$ cat config.mk
export PLATFORM = sky130hd
export DESIGN_NAME = preg_wakeup_sb
export DESIGN_NICKNAME = d
export VERILOG_FILES = /design/src/rtl/wk_pkg.sv /design/src/rtl/wk_ready_bits.sv /design/src/rtl/wk_entry.sv /design/src/rtl/preg_wakeup_sb.sv
export SDC_FILE = /design/constraint.sdc
export NUM_CORES = 1
export LEC_CHECK = 0
export CORE_MARGIN = 8
export CORE_UTILIZATION = 58
export DETAILED_ROUTE_END_ITERATION = 6
export PLACE_DENSITY = 0.82
export SETUP_SLACK_MARGIN = 0.02
export SLEW_MARGIN = 30
export SYNTH_ARGS = -nofsm -noshare
export SYNTH_HDL_FRONTEND = slang
export SYNTH_HIERARCHICAL = 1
export SYNTH_SLANG_ARGS = --single-unit
$ cat constraint.sdc
create_clock -name clk -period 3.3 [get_ports clk]
set_input_delay 0.33 -clock clk [delete_from_list [all_inputs] [get_ports clk]]
set_output_delay 0.33 -clock clk [all_outputs]
set_load 0.03 [all_outputs]
$ cat src/rtl/wk_pkg.sv
package wk_pkg;
    typedef enum logic [1:0] {
        E_FREE  = 2'd0,
        E_WAIT  = 2'd1,
        E_READY = 2'd2
    } ent_state_e;
endpackage

$ cat src/rtl/wk_ready_bits.sv
module wk_ready_bits #(
    parameter int NUM_PREGS = 16,
    parameter int NUM_CMP   = 2,
    parameter int TAG_W     = $clog2(NUM_PREGS) + 1
) (
    input  logic                     clk,
    input  logic                     rst_n,
    input  logic                     alloc_valid,
    input  logic [TAG_W-1:0]         alloc_preg,
    input  logic [NUM_CMP-1:0]       cmp_valid,
    input  logic [NUM_CMP*TAG_W-1:0] cmp_preg,
    output logic [NUM_PREGS-1:0]     ready
);
    logic [NUM_PREGS-1:0] rdy_q;
    logic [NUM_PREGS-1:0] set_v;
    logic [NUM_PREGS-1:0] clr_v;

    always_comb begin
        set_v = '0;
        clr_v = '0;
        for (int r = 0; r < NUM_PREGS; r++) begin
            for (int c = 0; c < NUM_CMP; c++) begin
                if (cmp_valid[c] && int'(cmp_preg[c*TAG_W +: TAG_W]) == r)
                    set_v[r] = 1'b1;
            end
            if (alloc_valid && int'(alloc_preg) == r)
                clr_v[r] = 1'b1;
        end
    end

    always_ff @(posedge clk) begin
        if (!rst_n) rdy_q <= '0;
        else        rdy_q <= (rdy_q | set_v) & ~clr_v;
    end

    always_comb ready = rdy_q;

    for (genvar r = 0; r < NUM_PREGS; r++) begin : g_chk
        a_r2_alloc_clears: assert property (@(posedge clk) disable iff (!rst_n)
            (alloc_valid && int'(alloc_preg) == r) |=> !rdy_q[r]);
        a_r6_cmp_sets: assert property (@(posedge clk) disable iff (!rst_n)
            (set_v[r] && !(alloc_valid && int'(alloc_preg) == r)) |=> rdy_q[r]);
    end
endmodule

$ cat src/rtl/wk_entry.sv
module wk_entry
    import wk_pkg::*;
#(
    parameter int NUM_PREGS = 16,
    parameter int NUM_SRC   = 2,
    parameter int NUM_CMP   = 2,
    parameter int TAG_W     = $clog2(NUM_PREGS) + 1
) (
    input  logic                     clk,
    input  logic                     rst_n,
    input  logic                     ins_we,
    input  logic [NUM_SRC*TAG_W-1:0] ins_tag,
    input  logic [NUM_SRC-1:0]       ins_wait,
    input  logic [NUM_CMP-1:0]       cmp_valid,
    input  logic [NUM_CMP*TAG_W-1:0] cmp_preg,
    input  logic                     kill,
    output logic                     ready,
    output logic [NUM_SRC-1:0]       wait_o,
    output logic [NUM_SRC*TAG_W-1:0] tag_o
);
    ent_state_e                state_q, state_d;
    logic [NUM_SRC-1:0]        wait_q, wait_d;
    logic [NUM_SRC*TAG_W-1:0]  tag_q, tag_d;

    always_comb begin
        wait_d = wait_q;
        tag_d  = tag_q;
        for (int s = 0; s < NUM_SRC; s++) begin
            for (int c = 0; c < NUM_CMP; c++) begin
                if (cmp_valid[c] && cmp_preg[c*TAG_W +: TAG_W] == tag_q[s*TAG_W +: TAG_W])
                    wait_d[s] = 1'b0;
            end
        end
        unique case (state_q)
            E_FREE:  state_d = E_FREE;
            E_WAIT:  state_d = (wait_d == '0) ? E_READY : E_WAIT;
            E_READY: state_d = E_READY;
            default: state_d = E_FREE;
        endcase
        if (kill) begin
            state_d = E_FREE;
            wait_d  = '0;
        end
        if (ins_we) begin
            wait_d  = ins_wait;
            tag_d   = ins_tag;
            state_d = (ins_wait == '0) ? E_READY : E_WAIT;
        end
    end

    always_ff @(posedge clk) begin
        if (!rst_n) begin
            state_q <= E_FREE;
            wait_q  <= '0;
            tag_q   <= '0;
        end else begin
            state_q <= state_d;
            wait_q  <= wait_d;
            tag_q   <= tag_d;
        end
    end

    always_comb begin
        ready  = (state_q == E_READY);
        wait_o = wait_q;
        tag_o  = tag_q;
    end

    a_r7_ready_no_wait: assert property (@(posedge clk) disable iff (!rst_n)
        (state_q == E_READY) |-> (wait_q == '0));
    a_r8_kill_frees: assert property (@(posedge clk) disable iff (!rst_n)
        (kill && !ins_we) |=> (state_q == E_FREE));
    a_r8_free_no_wait: assert property (@(posedge clk) disable iff (!rst_n)
        (state_q == E_FREE) |-> (wait_q == '0));
    for (genvar s = 0; s < NUM_SRC; s++) begin : g_src
        a_r5_tracked_only: assert property (@(posedge clk) disable iff (!rst_n)
            wait_q[s] |-> (int'(tag_q[s*TAG_W +: TAG_W]) < NUM_PREGS));
        a_r6_wake_cause: assert property (@(posedge clk) disable iff (!rst_n)
            (wait_q[s] && !kill && !ins_we && cmp_valid == '0) |=> wait_q[s]);
    end
endmodule

$ cat src/rtl/preg_wakeup_sb.sv
module preg_wakeup_sb #(
    parameter int NUM_PREGS   = 16,
    parameter int NUM_ENTRIES = 8,
    parameter int NUM_SRC     = 2,
    parameter int NUM_CMP     = 2,
    parameter int TAG_W       = $clog2(NUM_PREGS) + 1,
    parameter int ENT_W       = $clog2(NUM_ENTRIES)
) (
    input  logic                     clk,
    input  logic                     rst_n,
    input  logic                     alloc_valid,
    input  logic [TAG_W-1:0]         alloc_preg,
    output logic                     alloc_conflict,
    input  logic                     ins_valid,
    input  logic [ENT_W-1:0]         ins_entry,
    input  logic [NUM_SRC*TAG_W-1:0] ins_src,
    input  logic [NUM_SRC-1:0]       ins_src_rdy,
    input  logic [NUM_CMP-1:0]       cmp_valid,
    input  logic [NUM_CMP*TAG_W-1:0] cmp_preg,
    input  logic [NUM_ENTRIES-1:0]   kill_mask,
    output logic [NUM_ENTRIES-1:0]   issue_ready,
    output logic [NUM_PREGS-1:0]     preg_ready
);
    logic [NUM_SRC-1:0]       ins_wait;
    logic [NUM_SRC-1:0]       ent_wait [NUM_ENTRIES];
    logic [NUM_SRC*TAG_W-1:0] ent_tag  [NUM_ENTRIES];

    wk_ready_bits #(.NUM_PREGS(NUM_PREGS), .NUM_CMP(NUM_CMP), .TAG_W(TAG_W)) u_bits (
        .clk(clk), .rst_n(rst_n),
        .alloc_valid(alloc_valid), .alloc_preg(alloc_preg),
        .cmp_valid(cmp_valid), .cmp_preg(cmp_preg),
        .ready(preg_ready)
    );

    always_comb begin
        for (int s = 0; s < NUM_SRC; s++) begin
            logic [TAG_W-1:0] t;
            logic             seen;
            t    = ins_src[s*TAG_W +: TAG_W];
            seen = 1'b0;
            for (int r = 0; r < NUM_PREGS; r++)
                if (int'(t) == r && preg_ready[r]) seen = 1'b1;
            for (int c = 0; c < NUM_CMP; c++)
                if (cmp_valid[c] && cmp_preg[c*TAG_W +: TAG_W] == t) seen = 1'b1;
            ins_wait[s] = !ins_src_rdy[s] && (int'(t) < NUM_PREGS) && !seen;
        end
    end

    for (genvar e = 0; e < NUM_ENTRIES; e++) begin : g_ent
        wk_entry #(.NUM_PREGS(NUM_PREGS), .NUM_SRC(NUM_SRC), .NUM_CMP(NUM_CMP), .TAG_W(TAG_W)) u_ent (
            .clk(clk), .rst_n(rst_n),
            .ins_we(ins_valid && int'(ins_entry) == e),
            .ins_tag(ins_src), .ins_wait(ins_wait),
            .cmp_valid(cmp_valid), .cmp_preg(cmp_preg),
            .kill(kill_mask[e]),
            .ready(issue_ready[e]), .wait_o(ent_wait[e]), .tag_o(ent_tag[e])
        );
    end

    always_comb begin
        alloc_conflict = 1'b0;
        for (int e = 0; e < NUM_ENTRIES; e++)
            for (int s = 0; s < NUM_SRC; s++)
                if (alloc_valid && ent_wait[e][s] && ent_tag[e][s*TAG_W +: TAG_W] == alloc_preg)
                    alloc_conflict = 1'b1;
    end

    a_r3_conflict_needs_alloc: assert property (@(posedge clk) disable iff (!rst_n)
        alloc_conflict |-> alloc_valid);
    a_r1_reset_quiet: assert property (@(posedge clk)
        !rst_n |=> (issue_ready == '0 && preg_ready == '0));
endmodule

After elaboration in Yosys (flattened, before gate mapping). Index checks and enable logic that the tools add are counted.

Logic and storage cells: 540. Input port bits: 44. Register bits: 128. Output and inout bits: 25.

Multiplexer cells: 181. Equal/unequal tests: 150. Reductions and logical operators: 179. $lt $le $gt $ge: 2. Bitwise gates (word level): 3.

Operator list (number): $eq A5 B5 Y1 (52); $eq A5 B5 Y1 const B (40); $logic_and A1 B1 Y1 (160); $mux W1 (132); $eq A5 B4 Y1 const B (20); $mux W2 (41); $eq A5 B3 Y1 const B (10); $pmux W2 S2 (8); $eq A5 B2 Y1 const B (5); $logic_not A5 Y1 (5); $logic_not A2 Y1 (9); $and A16 B16 Y16 (1); $eq A2 B1 Y1 const B (8); $eq A2 B2 Y1 const B (8); $not A16 Y16 (1); $or A16 B16 Y16 (1); $eq A3 B3 Y1 const B (4); $lt A5 B5 Y1 const B (2); $eq A3 B2 Y1 const B (2); $logic_not A1 Y1 (4); $eq A3 B1 Y1 const B (1); $logic_not A3 Y1 (1).

Longest topological paths before layout. Gate-level depths: netlist of the first run.

Word-level depth: 25. Mapped depth: 10.

Hierarchy. The synthesis of the first run kept the hierarchy.

Modules (own cells, without submodules): wk_entry (area an instance 817.0 sq um, sequential area each 280.3 sq um, instances 8, cells an instance 90); preg_wakeup_sb (area an instance 1697.9 sq um, sequential area each 0.0 sq um, instances 1, cells an instance 214); wk_ready_bits (area an instance 867.1 sq um, sequential area each 320.3 sq um, instances 1, cells an instance 91).

Worst setup path after synthesis of the first run. Ideal clock, no wire load.

Path type: input-to-reg. From: input ins_src[3]. To: register g_ent[0].u_ent.state_q[1]. Cell stages on the path: 7. Data arrival time: 2.767 ns. Buffers on the path: 1. Setup slack: 0.417 ns. Cell sequence: clkbuf_1 > mux2_2 > a32oi_1 > nor2_1 > a2111oi_2 > o21ai_0 > a41o_1.

Longest elaborated chain between the ends: 25.

Ends and longest elaborated chain: start: declaration (RTL line preg_wakeup_sb.sv:16) `input logic [NUM_SRC*TAG_W-1:0] ins_src,`; $logic_not A5 Y1 (RTL line preg_wakeup_sb.sv:42) `if (int'(t) == r && preg_ready[r]) seen = 1'b1;`; $logic_and A1 B1 Y1 (RTL line preg_wakeup_sb.sv:42); $mux W1 (16 in series) (RTL line preg_wakeup_sb.sv:42); $mux W1 (2 in series) (RTL line preg_wakeup_sb.sv:44) `if (cmp_valid[c] && cmp_preg[c*TAG_W +: TAG_W] == t) seen = 1'b1;`; $logic_not A1 Y1 (RTL line preg_wakeup_sb.sv:45) `ins_wait[s] = !ins_src_rdy[s] && (int'(t) < NUM_PREGS) && !seen;`; $logic_and A1 B1 Y1 (*) (RTL line preg_wakeup_sb.sv:45); net ins_wait[0] (RTL line preg_wakeup_sb.sv:24) `logic [NUM_SRC-1:0] ins_wait;`; $logic_not A2 Y1 (*) (RTL line wk_entry.sv:47) `state_d = (ins_wait == '0) ? E_READY : E_WAIT;`; $mux W2 (*) (RTL line wk_entry.sv:47); $mux W2 (*) (RTL line wk_entry.sv:44) `if (ins_we) begin`; end signal: assignment (RTL line wk_entry.sv:57) `state_q <= state_d;`; end: declaration (RTL line wk_entry.sv:21) `ent_state_e state_q, state_d;`.

Mark *: on every way through the listed nets, which the timed path passes. The rest lies on a longest branch. A chain may end at the register's enable or synchronous reset.

Worst setup path in the final report of the first run.
From: input alloc_preg[0]. To: output alloc_conflict.

Longest elaborated chain between the ends: 18.

Ends and longest elaborated chain: start: declaration (RTL line preg_wakeup_sb.sv:12) `input logic [TAG_W-1:0] alloc_preg,`; $eq A5 B5 Y1 (RTL line preg_wakeup_sb.sv:64) `if (alloc_valid && ent_wait[e][s] && ent_tag[e][s*TAG_W +: TAG_W] == alloc_preg)`; $logic_and A1 B1 Y1 (RTL line preg_wakeup_sb.sv:64); $mux W1 (15 in series) (RTL line preg_wakeup_sb.sv:64); $mux W1 (*) (RTL line preg_wakeup_sb.sv:64); end: declaration (RTL line preg_wakeup_sb.sv:13) `output logic alloc_conflict,`.

Every way passes the cells marked *; elsewhere a longest branch is shown, timed or not.

==> metrics.md, run 1 <==
| Metric | Value |
|---|---|
| TritonCTS clock tree | `done` |
| Yosys top cell area share | `0.282` |
| Vias per cell | `6.35` |
| Input/output buffers | `68` |
| Final setup fails | `0` |
| CP arrival | `2.52 ns` |
| DR iter-0 viols | `992` |
| Area of the multi-input gates | `6140 um^2` |
| Final GP Congestion | `0.992` |
| Fillers | `1133` |
| Synth Area in Compound Gates | `0.0953` |
| Seq/Total Area, Yosys | `0.282` |
| Sequential Area | `2560 um^2` |
| Unrepaired setup endpoints after global routing | `false` |
| Hold Vio Cnt, Final | `0` |
| Syn Nets | `1085` |
| Main combinational cell family by area after synthesis | `XOR/XNOR gates` |
| Crit. End Element | `output pin` |
| Initial core utilization | `0.596` |
| Clock skew | `0.00557 ns` |
| GR Util All Layers | `0.296` |
| Post-CTS Hold Buffers | `0` |
| Mux share of post-synthesis cell area | `0.103` |
| Power per cell area | `386 nW/um^2` |
| Die area | `20000 um^2` |
| Data required time of the worst path | `2.97 ns` |
| Worst-path maximum fanout | `23` |
| Rows | `45` |
| Hold Path Class | `reg2reg` |
| GRT overflow | `0` |
| Total CTS buffers | `17` |
| Status | `finished, violations left` |
| Cells after Synth | `1025` |
| Post-synthesis async set-or-reset flop share | `0` |
| Yosys warns | `6` |
| Clk sinks | `128` |
| Die X | `141 um` |
| Failing checks | `DRC` |
| Post-CTS Resized | `0` |
| Drt total wl | `29.9 mm` |
| Area leader, netlist | `dfxtp_1` |
| Fin crit share | `0.862` |
| Drt pass-1 iters | `7` |
| Post-Syn Area | `9100 um^2` |
| Crit start category | `input port` |
| NumNets Final | `1178` |
| Avg Cell Area, Syn | `8.88 um^2` |
| Post-DRT Antenna Nets | `0` |
| Prevailing post-synth register cell | `dfxtp_1` |
| Worst vdd ir | `0.402 mV` |
| Max Slew Vio Count | `0` |
| Worst-Skew Late Latency | `0.43 ns` |
| Maximum clock frequency | `351 MHz` |
| DRC | `16` |
| Worst Tran Pin Value | `0.918 ns` |
| Post-synth EDFFs | `0` |
| Die height | `141 um` |
| Period minus WS final | `2.85 ns` |
| Max-cap violations | `0` |
| Clock root buffer | `clkbuf_16` |
| Synth area leaders | `dfxtp_1 (28%), xor2_1 (16%), mux2i_1 (9.0%)` |
| Dpl hpwl | `19.6 mm` |
| Slew margin rel. | `0.386` |
| Layout cell share with drive strength beyond 1 | `0.102` |
| Xor and xnor area share after synthesis | `0.246` |
| Synth Area in Adders | `0.0220` |
| WL per Instance | `22.3 um` |
| Post-CTS setup buffer count | `0` |
| First-pass GRT wire length | `46.0 mm` |
| Detailed-route via count | `8519` |
| Clock Path Buffers | `2` |
| Placed cells | `1310` |
| Largest net degree at the start of global routing | `41` |
| I/O pin total | `69` |
| CORE AREA | `15300 um^2` |
| Layout Cells excl Fill | `1342` |
| Setup TNS | `0 ns` |
| CTS clk-pin slew, worst paths | `0.05 ns` |
| H-tree depth | `4` |
| Yosys cell types | `49` |
| Vias in the first global route | `8463` |
| Flops & latches, synth | `128` |
| Initial antenna violation count | `1` |
| Kind of critical path | `in2out` |
| Simple-gate share of the synthesized area | `0.206` |
| Lkg Pwr | `4.35 nW` |
| P&R area growth vs syn | `18.3%` |
[area by class of cell]
class                      instances  share of cell area
tap                              211              0.0245
inverter                          36              0.0125
clock buffer                      25              0.0442
antenna                            1            0.000232
clock inverter                     6             0.00767
multi-input combinational        817               0.570
sequential                       128               0.238
timing repair buffer             118               0.102
[cell usage after synthesis, drive strengths merged (3+ instances only)]
cell / instances
xnor2: 86
ha: 16
nand2: 45
a21oi: 19
mux4: 4
nand3b: 6
nor4: 42
clkbuf: 23
or2: 8
o21a: 8
or4: 9
nor3: 20
buf: 21
nand3: 7
mux2i: 82
nor4b: 10
nor2: 114
nand2b: 7
o211a: 12
o2111ai: 3
inv: 36
and3: 24
nand4bb: 4
and2: 16
a41o: 8
o22ai: 12
nand4: 29
xor2: 170
o32ai: 8
o32a: 8
dfxtp: 128
o311a: 4
o21ai: 19
[path summary, 6_finish.rpt]
path | startpoint | to | slack, ns | cells after the start
setup / recovery | alloc_preg[0] | alloc_conflict | 0.45 | 8
hold reg to reg | g_ent[0].u_ent/wait_o[1]$_SDFF_PN0_ | g_ent[0].u_ent/wait_o[1]$_SDFF_PN0_ | 0.58 | 3
hold / removal | g_ent[0].u_ent/wait_o[1]$_SDFF_PN0_ | g_ent[0].u_ent/wait_o[1]$_SDFF_PN0_ | 0.58 | 3
setup reg to reg | u_bits/ready[3]$_SDFF_PN0_ | g_ent[6].u_ent/state_q[1]$_SDFF_PN0_ | 0.83 | 9
[cell usage in the layout, fill, tap and decap left out, drive strengths merged, types with 12 or more instances in the layout]
master and count:
o211a 12, inv 36, mux2i 82, o21ai 19
clkdlybuf4s50 67, nor2 114, clkbuf 25, and3 24
nor4 42, dfxtp 128, buf 51, o22ai 12
nor3 20, a21oi 19, ha 16, xnor2 86
xor2 170, nand4 29, nand2 45, and2 16
[worst max-delay path, stage by stage]
cell             delay [ns]
clkdlybuf4s50_1        0.51
buf_12                 0.23
xor2_1                 0.21
nor4_1                 0.07
nand4_1                0.19
nand4_1                0.16
or4_1                  0.59
buf_4                  0.21
[report_power, final]
| group | internal, W | switching, W | total, W | leakage, nW |
|---|---|---|---|---|
| registers | 0.00158 | 0.0000440 | 0.00162 | 1.03 |
| logic | 0.000285 | 0.000421 | 0.000706 | 3.04 |
| clock network | 0.00114 | 0.000686 | 0.00183 | 0.271 |
| total | 0.00300 | 0.00115 | 0.00415 | 4.35 |
[kinds of logic after synthesis]
family / count (synthesis)
AND/OR/NAND/NOR: 350
XOR/XNOR: 256
flip-flops: 128
AO/OA/AOI/OAI: 107
multiplexers: 88
buffers and inverters: 80
adder cells (fa/ha/maj): 16
[flip-flops by register name, indices dropped and copies added (netlist names)]
| register | flops |
|---|---|
| g_ent.u_ent/tag_o | 80 |
| g_ent.u_ent/state_q | 16 |
| u_bits/ready | 16 |
| g_ent.u_ent/wait_o | 16 |
[stage by stage]
step | total power, W | util | setup slack, ns | hold WS, ns | cell area, um^2
finish | 0.00415 | 0.706 | 0.454 | 0.583 | 10800
global route | 0.00425 | 0.706 | 0.433 | 0.606 | 10800
CTS | 0.00414 | 0.706 | 0.500 | 0.576 | 10800
detailed placement | 0.00233 | 0.669 | 0.223 | 0.560 | 10200
global placement | 0.00231 | 0.669 | 0.289 | 0.550 | 10200
floorplan | 0.00202 | - | 0.417 | 0.447 | 9100
[layer usage]
metal / up-vias / wire (um) / track usage
li1: 3800 / - / -
met1: 3966 / 11800 / 0.362
met2: 584 / 12800 / 0.458
met3: 169 / 3450 / 0.0788
met4: 0 / 1850 / 0.180
met5: - / 0 / 0
Power figures use the tool's default switching activity.
==> inputs of run 2 (changes only) <==
Settings changed: CELL_PAD_IN_SITES_DETAIL_PLACEMENT set to 1, CELL_PAD_IN_SITES_GLOBAL_PLACEMENT set to 2, CORE_UTILIZATION 58 to 37, PLACE_DENSITY 0.82 to 0.84.
==> metrics.md, run 2 (synthesis results as in run 1) <==
| Metric | Value |
|---|---|
| Layout Cells excl Fill | `1467` |
| Largest net degree at the start of global routing | `26` |
| Busiest grt layer | `met2` |
| H-tree depth | `4` |
| Initial antenna violation count | `2` |
| GRT overflow | `0` |
| First-pass GRT wire length | `54.4 mm` |
| Post-CTS Hold Buffers | `0` |
| GR met3 Demand/Resource | `0.0447` |
| CORE AREA | `24200 um^2` |
| Drt pass-1 iters | `5` |
| Layout cell share with drive strength beyond 1 | `0.116` |
| Vias per cell | `5.76` |
| Worst Tran Pin Value | `0.763 ns` |
| Input/output buffers | `68` |
| Clk sinks | `128` |
| DR iter-0 viols | `534` |
| Power per cell area | `390 nW/um^2` |
| Lkg Pwr | `4.43 nW` |
| Worst-Skew Late Latency | `0.43 ns` |
| Final instance area | `11100 um^2` |
| Total CTS buffers | `17` |
| Status | `completed` |
| Max reg flops | `80` |
| Hold Vio Cnt, Final | `0` |
| Setup TNS | `0 ns` |
| GR Util All Layers | `0.233` |
| I/O pin total | `69` |
| Unrepaired setup endpoints after global routing | `false` |
| Slew margin rel. | `0.490` |
| Leading cell type in the layout, fill and taps excluded | `xor2_1` |
| Data required time of the worst path | `2.97 ns` |
| Die height | `173 um` |
| WL per Instance | `24.2 um` |
| Fillers | `2838` |
| Crit. End Element | `output pin` |
| Crit start category | `input port` |
| Hold Path Class | `in2reg` |
| Drt total wl | `35.5 mm` |
| Met1 usage | `0.300` |
| Vias in the first global route | `8822` |
| Post-layout power | `0.00431 W` |
| Clock root buffer | `clkbuf_16` |
| Kind of critical path | `in2out` |
| CP arrival | `2.57 ns` |
| Placed cells | `1434` |
| Commonest non-fill, non-tap cells in the layout | `xor2_1 (170), dfxtp_1 (128), nor2_1 (112), xnor2_1 (86), mux2i_1 (82)` |
| P&R area growth vs syn | `21.6%` |
| Area of the multi-input gates | `6140 um^2` |
| Die X | `173 um` |
| Detailed-route via count | `8453` |
| Hold Slack | `0.480 ns` |
| NumNets Final | `1189` |
| Post-CTS setup buffer count | `0` |
| Final setup fails | `0` |
| Initial core utilization | `0.375` |
| Post-CTS Resized | `0` |
| Maximum clock frequency | `344 MHz` |
| Worst vdd ir | `0.232 mV` |
| CTS clk-pin slew, worst paths | `0.06 ns` |
| Fin crit share | `0.880` |
| Post-DRT Antenna Nets | `0` |
| GR Layer Usage met2 | `0.384` |
| Clock skew | `0.00965 ns` |
| TritonCTS clock tree | `done` |
| DRC | `0` |
| Placed cell area | `10500 um^2` |
| Dpl hpwl | `24.6 mm` |
| Die area | `29900 um^2` |
| Rows | `57` |
| Worst-path maximum fanout | `13` |
| Sequential Area | `2560 um^2` |
| Final GP Congestion | `0.873` |
| Period minus WS final | `2.90 ns` |
| Clock Path Buffers | `2` |
| Max-cap violations | `0` |
| Max Slew Vio Count | `0` |
[run 2: worst max-delay path: stages]
cell	delay, ns
clkdlybuf4s50_1	0.65
buf_12	0.23
xor2_1	0.19
nor4_1	0.09
nand4_1	0.15
nand4_1	0.13
or4_1	0.59
buf_4	0.21
[run 2: layout make-up]
cell class / count / share of cell area
Multi-Input combinational cell: 817 / 0.555
Sequential cell: 128 / 0.231
Timing Repair Buffer: 129 / 0.111
Clock buffer: 20 / 0.0403
Tap cell: 324 / 0.0366
Clock inverter: 11 / 0.0127
Inverter: 36 / 0.0122
Antenna cell: 2 / 0.000452
[run 2: stage by stage]
| step | utilization | setup WS, ns |
|---|---|---|
| CTS | 0.456 | 0.422 |
| global route | 0.456 | 0.366 |
| floorplan | - | 0.417 |
| global placement | 0.432 | 0.311 |
| finish | 0.457 | 0.395 |
| detailed placement | 0.432 | 0.213 |
[run 2: layer usage]
metal | part of all wire | up-vias
met1 | 0.44 | 4258
met3 | 0.060 | 70
met5 | 0.00034 | -
met4 | 0.025 | 2
met2 | 0.47 | 302
li1 | - | 3821
[run 2: power by group]
group          leakage [nW]  total, W  internal (W)  switching (W)
Clock                 0.278   0.00194       0.00120       0.000746
Sequential             1.03   0.00162       0.00158      0.0000452
Combinational          3.11  0.000749      0.000298       0.000451
Total                  4.43   0.00431       0.00307        0.00124
[run 2: worst paths after layout]
kind                                        from                              endpoint  slack, ns  cells after the start
min                                        rst_n   g_ent[7].u_ent/wait_o[0]$_SDFF_PN0_       0.48                      2
max reg2reg          u_bits/ready[11]$_SDFF_PN0_  g_ent[2].u_ent/state_q[1]$_SDFF_PN0_       0.82                      9
min reg2reg  g_ent[3].u_ent/wait_o[1]$_SDFF_PN0_   g_ent[3].u_ent/wait_o[1]$_SDFF_PN0_       0.58                      3
max                                alloc_preg[4]                        alloc_conflict       0.40                      8
